$ cat config.mk
export PLATFORM = sky130hd
export DESIGN_NAME = strip_hit_readout
export DESIGN_NICKNAME = d
export VERILOG_FILES = /design/src/rtl/strip_ro_pkg.sv /design/src/rtl/sro_fast_or.sv /design/src/rtl/sro_event_fifo.sv /design/src/rtl/sro_serial_lane.sv /design/src/rtl/strip_hit_readout.sv
export SDC_FILE = /design/constraint.sdc
export NUM_CORES = 1
export LEC_CHECK = 0
export ABC_CLOCK_PERIOD_IN_PS = 8100
export BUFFER_PORTS_ARGS = -buffer_cell sky130_fd_sc_hd__buf_2
export CAP_MARGIN = 20
export CORE_MARGIN = 10
export CORE_UTILIZATION = 52
export CTS_CLUSTER_SIZE = 8
export DETAILED_ROUTE_END_ITERATION = 10
export HOLD_SLACK_MARGIN = 0.02
export PLACE_DENSITY_LB_ADDON = 0.05
export SYNTH_ARGS = -nofsm -noshare
export SYNTH_HDL_FRONTEND = slang
export SYNTH_HIERARCHICAL = 1
export SYNTH_SLANG_ARGS = --single-unit
export TNS_END_PERCENT = 1
$ cat constraint.sdc
create_clock -name clk -period 8.1 [get_ports clk]
set_input_delay 0.81 -clock clk [delete_from_list [all_inputs] [get_ports clk]]
set_output_delay 0.81 -clock clk [all_outputs]
set_load 0.02 [all_outputs]
$ cat src/rtl/strip_ro_pkg.sv
package strip_ro_pkg;
  localparam int unsigned CHANNELS = 64;
  localparam int unsigned EVENTS   = 8;

  typedef enum logic {
    SHIFT_RIGHT = 1'b0,
    SHIFT_LEFT  = 1'b1
  } shift_dir_e;
endpackage

$ cat src/rtl/sro_fast_or.sv
module sro_fast_or #(
  parameter int unsigned NCH = 64
) (
  input  logic [NCH-1:0] hit_i,
  input  logic [NCH-1:0] trig_en_i,
  input  logic           fo_left_i,
  input  logic           fo_right_i,
  output logic           fo_left_o,
  output logic           fo_right_o
);
  localparam int unsigned SIDES = 2;

  logic       local_or;
  logic [SIDES-1:0] arrive;
  logic [SIDES-1:0] depart;

  assign local_or = |(hit_i & trig_en_i);
  assign arrive   = {fo_right_i, fo_left_i};

  // side 0: left arrival goes right; side 1: right arrival goes left
  for (genvar s = 0; s < SIDES; s++) begin : g_side
    assign depart[s] = arrive[s] | local_or;
  end

  assign fo_right_o = depart[0];
  assign fo_left_o  = depart[1];
endmodule

$ cat src/rtl/sro_event_fifo.sv
module sro_event_fifo #(
  parameter int unsigned W     = 64,
  parameter int unsigned DEPTH = 8
) (
  input  logic                       clk,
  input  logic                       rst_n,
  input  logic                       clr_i,
  input  logic                       push_i,
  input  logic [W-1:0]               push_data_i,
  input  logic                       pop_i,
  output logic [W-1:0]               head_o,
  output logic                       head_valid_o,
  output logic                       full_o,
  output logic [$clog2(DEPTH+1)-1:0] count_o,
  output logic                       ovf_o
);
  localparam int unsigned AW = (DEPTH > 1) ? $clog2(DEPTH) : 1;
  localparam int unsigned CW = $clog2(DEPTH + 1);
  localparam logic [AW-1:0] LAST = AW'(DEPTH - 1);
  localparam logic [CW-1:0] FULL = CW'(DEPTH);

  logic [W-1:0]  mem [DEPTH];
  logic [AW-1:0] wr_q, rd_q;
  logic [CW-1:0] cnt_q;
  logic          ovf_q;
  logic          do_pop, do_push, drop;

  assign do_pop  = pop_i && (cnt_q != '0);
  assign do_push = push_i && ((cnt_q != FULL) || do_pop);
  assign drop    = push_i && !do_push;

  always_ff @(posedge clk) begin
    if (do_push && !clr_i) mem[wr_q] <= push_data_i;
  end

  always_ff @(posedge clk or negedge rst_n) begin
    if (!rst_n) begin
      wr_q  <= '0;
      rd_q  <= '0;
      cnt_q <= '0;
      ovf_q <= 1'b0;
    end else if (clr_i) begin
      wr_q  <= '0;
      rd_q  <= '0;
      cnt_q <= '0;
      ovf_q <= 1'b0;
    end else begin
      if (do_push) wr_q <= (wr_q == LAST) ? '0 : wr_q + AW'(1);
      if (do_pop)  rd_q <= (rd_q == LAST) ? '0 : rd_q + AW'(1);
      case ({do_push, do_pop})
        2'b10:   cnt_q <= cnt_q + CW'(1);
        2'b01:   cnt_q <= cnt_q - CW'(1);
        default: cnt_q <= cnt_q;
      endcase
      if (drop) ovf_q <= 1'b1;
    end
  end

  assign head_o       = mem[rd_q];
  assign head_valid_o = (cnt_q != '0);
  assign full_o       = (cnt_q == FULL);
  assign count_o      = cnt_q;
  assign ovf_o        = ovf_q;
endmodule

$ cat src/rtl/sro_serial_lane.sv
module sro_serial_lane
  import strip_ro_pkg::*;
#(
  parameter int unsigned W = 64
) (
  input  logic         clk,
  input  logic         rst_n,
  input  logic         load_i,
  input  logic         load_valid_i,
  input  logic [W-1:0] load_data_i,
  input  logic         shift_i,
  input  shift_dir_e   dir_i,
  input  logic         sdi_left_i,
  input  logic         sdi_right_i,
  output logic         sdo_left_o,
  output logic         sdo_right_o
);
  logic [W-1:0] sr_q;
  logic         pass_q;   // 1 = lane reduced to a single stage
  logic         stage_q;  // the single pass-through stage
  logic         sdi;
  logic         lane_out;

  assign sdi = (dir_i == SHIFT_LEFT) ? sdi_right_i : sdi_left_i;

  always_ff @(posedge clk or negedge rst_n) begin
    if (!rst_n) begin
      sr_q    <= '0;
      pass_q  <= 1'b1;
      stage_q <= 1'b0;
    end else if (load_i) begin
      stage_q <= 1'b0;
      if (load_valid_i && (|load_data_i)) begin
        sr_q   <= load_data_i;
        pass_q <= 1'b0;
      end else begin
        pass_q <= 1'b1;
      end
    end else if (shift_i) begin
      sr_q    <= {sdi, sr_q[W-1:1]};
      stage_q <= sdi;
    end
  end

  assign lane_out    = pass_q ? stage_q : sr_q[0];
  assign sdo_right_o = (dir_i == SHIFT_RIGHT) ? lane_out : 1'b0;
  assign sdo_left_o  = (dir_i == SHIFT_LEFT)  ? lane_out : 1'b0;
endmodule

$ cat src/rtl/strip_hit_readout.sv
module strip_hit_readout
  import strip_ro_pkg::*;
#(
  parameter int unsigned NCH   = CHANNELS,
  parameter int unsigned DEPTH = EVENTS
) (
  input  logic           clk,
  input  logic           rst_n,
  input  logic [NCH-1:0] hit_i,
  input  logic [NCH-1:0] data_en_i,
  input  logic [NCH-1:0] trig_en_i,
  input  logic [NCH-1:0] cal_en_i,
  input  logic           cal_strobe_i,
  output logic [NCH-1:0] cal_pulse_o,
  input  logic           trig_i,
  input  logic           pop_i,
  input  logic           clr_i,
  output logic           ovf_o,
  input  logic           read_i,
  input  logic           shift_i,
  input  logic           dir_i,
  input  logic           sdi_left_i,
  input  logic           sdi_right_i,
  output logic           sdo_left_o,
  output logic           sdo_right_o,
  input  logic           fo_left_i,
  input  logic           fo_right_i,
  output logic           fo_left_o,
  output logic           fo_right_o
);
  localparam int unsigned CW = $clog2(DEPTH + 1);

  logic [NCH-1:0] capture;
  logic [NCH-1:0] head;
  logic           head_valid;
  logic           fifo_full;
  logic [CW-1:0]  fifo_count;
  logic [NCH-1:0] cal_q;

  assign capture = hit_i & data_en_i;

  sro_fast_or #(.NCH(NCH)) u_fast_or (
    .hit_i      (hit_i),
    .trig_en_i  (trig_en_i),
    .fo_left_i  (fo_left_i),
    .fo_right_i (fo_right_i),
    .fo_left_o  (fo_left_o),
    .fo_right_o (fo_right_o)
  );

  sro_event_fifo #(.W(NCH), .DEPTH(DEPTH)) u_fifo (
    .clk          (clk),
    .rst_n        (rst_n),
    .clr_i        (clr_i),
    .push_i       (trig_i),
    .push_data_i  (capture),
    .pop_i        (pop_i),
    .head_o       (head),
    .head_valid_o (head_valid),
    .full_o       (fifo_full),
    .count_o      (fifo_count),
    .ovf_o        (ovf_o)
  );

  sro_serial_lane #(.W(NCH)) u_lane (
    .clk          (clk),
    .rst_n        (rst_n),
    .load_i       (read_i),
    .load_valid_i (head_valid),
    .load_data_i  (head),
    .shift_i      (shift_i),
    .dir_i        (shift_dir_e'(dir_i)),
    .sdi_left_i   (sdi_left_i),
    .sdi_right_i  (sdi_right_i),
    .sdo_left_o   (sdo_left_o),
    .sdo_right_o  (sdo_right_o)
  );

  always_ff @(posedge clk or negedge rst_n) begin
    if (!rst_n) cal_q <= '0;
    else        cal_q <= cal_strobe_i ? cal_en_i : '0;
  end

  assign cal_pulse_o = cal_q;
endmodule

# Word level (Yosys, flattened, before mapping)
# Memory sizes are Yosys's and may differ from the RTL's.
# Cells that the tools add are included.
# op_classes
addsub,4
eq_ne,6
n_mux,23
n_bitwise,4
reduce_logical,17
# op_table
cell,n
$mux 64,4
$and 64x64->64,2
$reduce_or 64->1,2
$mux 3,6
$mux 1,11
$pmux 4 s2,1
$reduce_bool 2->1,4
$add 3x1->3 const B,2
$eq 3x3->1 const B,2
$logic_and 1x1->1,5
$add 4x1->4 const B,1
$mux 4,1
$ne 4x4->1 const B,1
$reduce_bool 4->1,1
$sub 4x1->4 const B,1
$reduce_bool 3->1,1
$eq 2x1->1 const B,1
$eq 2x2->1 const B,1
$logic_not 1->1,2
$ne 2x1->1 const B,1
$or 1x1->1,2
$reduce_and 2->1,1
$logic_or 1x1->1,1
# word_totals
ff_bits,141
ramBits,512
output_inout_bits,69
wordCells,63
mem_count,1
# memory_table
memory,depth,word_bits,read_ports,rd_ports_with_merged_regs,wr,line,source
u_fifo.mem,8,64,1,0,1,sro_event_fifo.sv:22,logic [W-1:0] mem [DEPTH];

# Depth between registers and ports, before layout
# logic_depth
word_depth,8
mapped_depth,12
ltp_nobuf,7

# Modules after synthesis
# Netlist, hierarchy kept.
# modules_own_cells
mod,instances,cells_per_inst,area_per_inst_um2
sro_event_fifo,1,823,20012.9
sro_serial_lane,1,395,3607.2
strip_hit_readout,1,198,2512.4
sro_fast_or,1,39,375.4

# Least setup slack after synthesis
# No wires, ideal clock.
# synth_timing
kind,input-to-reg
from,in clr_i
to,"mem u_fifo.mem[0][0], enable pin"
setup_ps,666
arrival_time_ps,7728
required_time_ps,7434
setup_slack_ps,-295
path_stages,3
path_buffers,1
path_cell_list,clkbuf_1 -> nor2_1 -> nor4b_1
# synth_between
elab_chain_len,4
# synth_rtl
item,line,source
start: declaration,strip_hit_readout.sv:17,"input logic clr_i,"
$logic_not 1->1,sro_event_fifo.sv:33,if (do_push && !clr_i) mem[wr_q] <= push_data_i;
$logic_and 1x1->1,sro_event_fifo.sv:33,
$mux 1,sro_event_fifo.sv:33,
$mux 1 (not written as such),sro_event_fifo.sv:33,
end: declaration,sro_event_fifo.sv:22,
# Every way passes these cells.

# Worst setup path in the final report
# layout_timing
from,reg u_fifo.rd_q[0]
to,reg u_lane.sr_q[62]
# layout_between
elab_chain_len,5
# layout_rtl
item,line,source
start: declaration,sro_event_fifo.sv:23,"logic [AW-1:0] wr_q, rd_q;"
start signal: assignment,sro_event_fifo.sv:49,if (do_pop) rd_q <= (rd_q == LAST) ? '0 : rd_q + AW'(1);
$mem_v2 8x64,-,
net head[53],strip_hit_readout.sv:34,logic [NCH-1:0] head;
$reduce_or 64->1,sro_serial_lane.sv:33,if (load_valid_i && (|load_data_i)) begin
$logic_and 1x1->1,sro_serial_lane.sv:33,
$ne 2x1->1 (no line),-,
$reduce_and 2->1 (no line),-,
end signal: assignment,sro_serial_lane.sv:34,sr_q <= load_data_i;
end signal: assignment,sro_serial_lane.sv:40,"sr_q <= {sdi, sr_q[W-1:1]};"
end: declaration,sro_serial_lane.sv:18,logic [W-1:0] sr_q;
# The timed path passes the listed nets, and every way through them passes these cells. The select of a mux whose other input is x is not followed.
# A chain may end at the register's enable or synchronous reset.

==> qor.csv <==
metric;value;unit
status;complete, no violations;
average vias per placed instance;5.91;
Core Region;0.0503;mm^2
Setup crit start kind;flop;
DR iter-0 viols;1424;
Longest Clk Path Bufs;3;
TritonCTS clock tree;done;
Post-synth EDFFs;512;
Yosys top cell area share;58.0;%
CTS resizes;0;
delay-heaviest family, CP;flip-flops;
GRT overflow;0;
DIE WIDTH;246;um
cell taking the most area after synthesis;edfxtp_1;
H-tree level count;3;
Post-layout nets;2101;
ant diodes;0;
Max-Cap Viols;0;
GRT Overall Usage;22.5;%
DR vias;15100;
WP buf/inv;2;
share of cells above drive strength 1;39.8;%
Critical Path RT;8.60;ns
Slew Limit Fails;0;
CTS root buf;clkbuf_16;
Max FO, Critical Path;48;
DRC viols;0;
Worst Hold Class;in2async;
number of buffers created by CTS;91;
pin count of the biggest net entering global routing;74;
initial core utilization;52.7;%
initial antenna violation count;6;
Area Overhead vs Synth;18.5;%
Hold Violations, Final;0;
Netlist cell types;52;
DP Area;0.0288;mm^2
clk sink count;653;
Tcrit/Tclk final;62.7;%
# IOs;338;
maximum vdd drop;0.218;mV
delay of the slowest cell on the worst path;1.06;ns
ANT nets after route;0;
reg-to-reg startpoint;u_fifo/rd_q[0]$_DFFE_PN0P_;
RSZ-0062 raised after global routing;no;
fmax;197;MHz
Worst Setup SP;u_fifo/rd_q[0]$_DFFE_PN0P_;
crit path cell chain;buf_12, mux4_2, mux2_2, nor4_1, nand4_1, o41a_2, buf_4, mux2i_1, a221o_1;
routability cong.;0.811;
main flop type after synthesis;edfxtp_1;
Avg WL per Cell;26.7;um
clock-pin slew on the worst setup and hold paths;0.05;ns
final wirelength;68100;um
Synth Net Count;1731;
design area;0.0314;mm^2
first-pass GRT wire length;100000;um
Mean Syn Cell Area;18.2;um^2
Synth Warn #;6;
Synth area leaders;edfxtp_1 58%, dfrtp_1 13%, mux4_2 11%;
IO buf count;337;
GR Util met1;30.3;%
Pwr Density;294;mW/mm^2
Post-Synthesis Cell Area;0.0265;mm^2
kind of critical path;reg2reg;
hpwl dp;43700;um
Rows;82;
# setup viols final;0;
Crit. End Element;flop;
fraction of registers with async set/reset;21.6;%
TritonRoute pass-1 iters;6;
grt met3 use;5.25;%
gr busiest metal;met2;
Post-Syn Instances;1455;
number of synthesized register bits;653;
met2 Use GR;35.5;%
full die area;0.0604;mm^2
Setup TNS;0;ns
Post-CTS Hold Buffers;0;
vias in the first global route;15900;
Tmin final;5.08;ns
clock latency on the worst-skew pair;0.62;ns
Slowest-stage cell, CP;dfrtp_4;
Die Span Y;246;um
Clock Skews;0.0240;ns
Util after Layout;62.5;%
Leakage;11.5;nW
worst slew pin tran;1.06;ns
sequential area share after synthesis;71.3;%
Slew Limit Headroom;29.3;%
crit path DAT;5.58;ns
postcts setup bufs;0;
[through the flow]
stage / power, mW / hold WS [ns] / cells / worst slack (ns)
after floorplan: 5.46 / 0.474 / 1455 / 0.111
after global placement: 5.81 / 0.476 / 2403 / 3.16
after detailed placement: 5.85 / 0.490 / 2403 / 3.05
after CTS: 9.31 / 0.226 / 2552 / 3.07
after global routing: 9.62 / 0.259 / 2553 / 2.77
final: 9.23 / 0.224 / 2553 / 3.02
[where the power goes]
group	total [mW]	switching, mW	internal (mW)
combinational	1.70	0.910	0.789
sequential	4.08	0.228	3.85
clock	3.45	1.31	2.13
[logic make-up (layout without fill, tap and decap cells)]
logic type | Yosys count | after routing | synth area share (%)
xor gates and xnor gates | 1 | 1 | 0.0330
AOI/OAI and AO/OA | 112 | 112 | 3.70
muxes | 205 | 205 | 14.1
adders and majority gates | 7 | 7 | 0.359
DFF | 653 | 653 | 71.3
buffers and inverters | 89 | 515 | 2.08
and+or+nand+nor | 388 | 388 | 8.42
[per-layer routing]
layer  share of wire (%)  wire length (um)  vias up
li1                    -                 -     6592
met4                 3.1              2140        4
met2                  48             32500      570
met1                  42             28500     7793
met5               0.034                23        -
met3                 7.2              4940      130
[final timing paths]
kind                            slack [ns]  cells after the start                          end
max in group asynchronous             6.37                      2   u_fifo/rd_q[0]$_DFFE_PN0P_
worst min register to register        0.50                      2    u_lane/pass_q$_DFFE_PN1P_
worst max register to register        3.02                      9  u_lane/sr_q[62]$_DFFE_PN0P_
worst min-delay path                  0.22                      1    cal_pulse_o[47]$_DFF_PN0_
min in group clk                      0.42                      2     cal_pulse_o[3]$_DFF_PN0_
worst max-delay path                  3.02                      9  u_lane/sr_q[62]$_DFFE_PN0P_
[flip-flops by register name (all words and copies together), names as in the netlist]
| signal | count |
|---|---|
| u_lane/pass_q | 1 |
| cal_pulse_o | 64 |
| u_lane/stage_q | 1 |
| u_fifo/wr_q | 3 |
| u_lane/sr_q | 64 |
| u_fifo/ovf_o | 1 |
| u_fifo/rd_q | 3 |
| u_fifo/count_o | 4 |
| u_fifo/mem | 512 |
[worst register-to-register path: stages, from the launching register on]
cell and delay, ns:
dfrtp_4 1.06, buf_12 0.46, mux4_2 0.62, mux2_2 0.31, nor4_1 0.59, nand4_1 0.29
o41a_2 0.75, buf_4 0.38, mux2i_1 0.21, a221o_1 0.29
[layout by cell type, fill, tap and decap left out, drive strengths merged, types with 2 or more instances in the layout]
cell type  count
dfrtp        140
nand3        186
o21ai          4
and2         128
inv            3
mux2i         11
ha             6
nand2          5
mux2          66
buf          364
or2            2
mux4         128
nor4          17
a21oi          4
nor2b          4
a31oi          2
nand2b         5
nand4          8
clkbuf       147
nor2          19
edfxtp       512
o41ai          2
a22o          16
a221oi        16
nor3           6
a22oi         62
[synth_stat cells (8+ instances only)]
cell      instances
clkbuf_1         28
nor4_1           16
a22o_1           16
buf_4            10
a221oi_2          8
mux2_2           66
buf_6            22
nand3_1         186
a221oi_1          8
edfxtp_1        512
nor2_1           19
and2_1           64
nand4_1           8
and2_2           64
a22oi_1          62
mux2i_1          11
dfrtp_1         140
mux4_2          128
buf_1            15
[area by class of cell]
type / count / area, um^2
tap: 672 / 841
fill: 3682 / 18900
clock inverter: 2 / 12.5
sequential: 653 / 18900
timing repair buffer: 364 / 1920
multi-input combinational: 713 / 7130
inverter: 2 / 7.51
clock buffer: 147 / 2570
No activity file was read; power rests on OpenSTA's default activity.
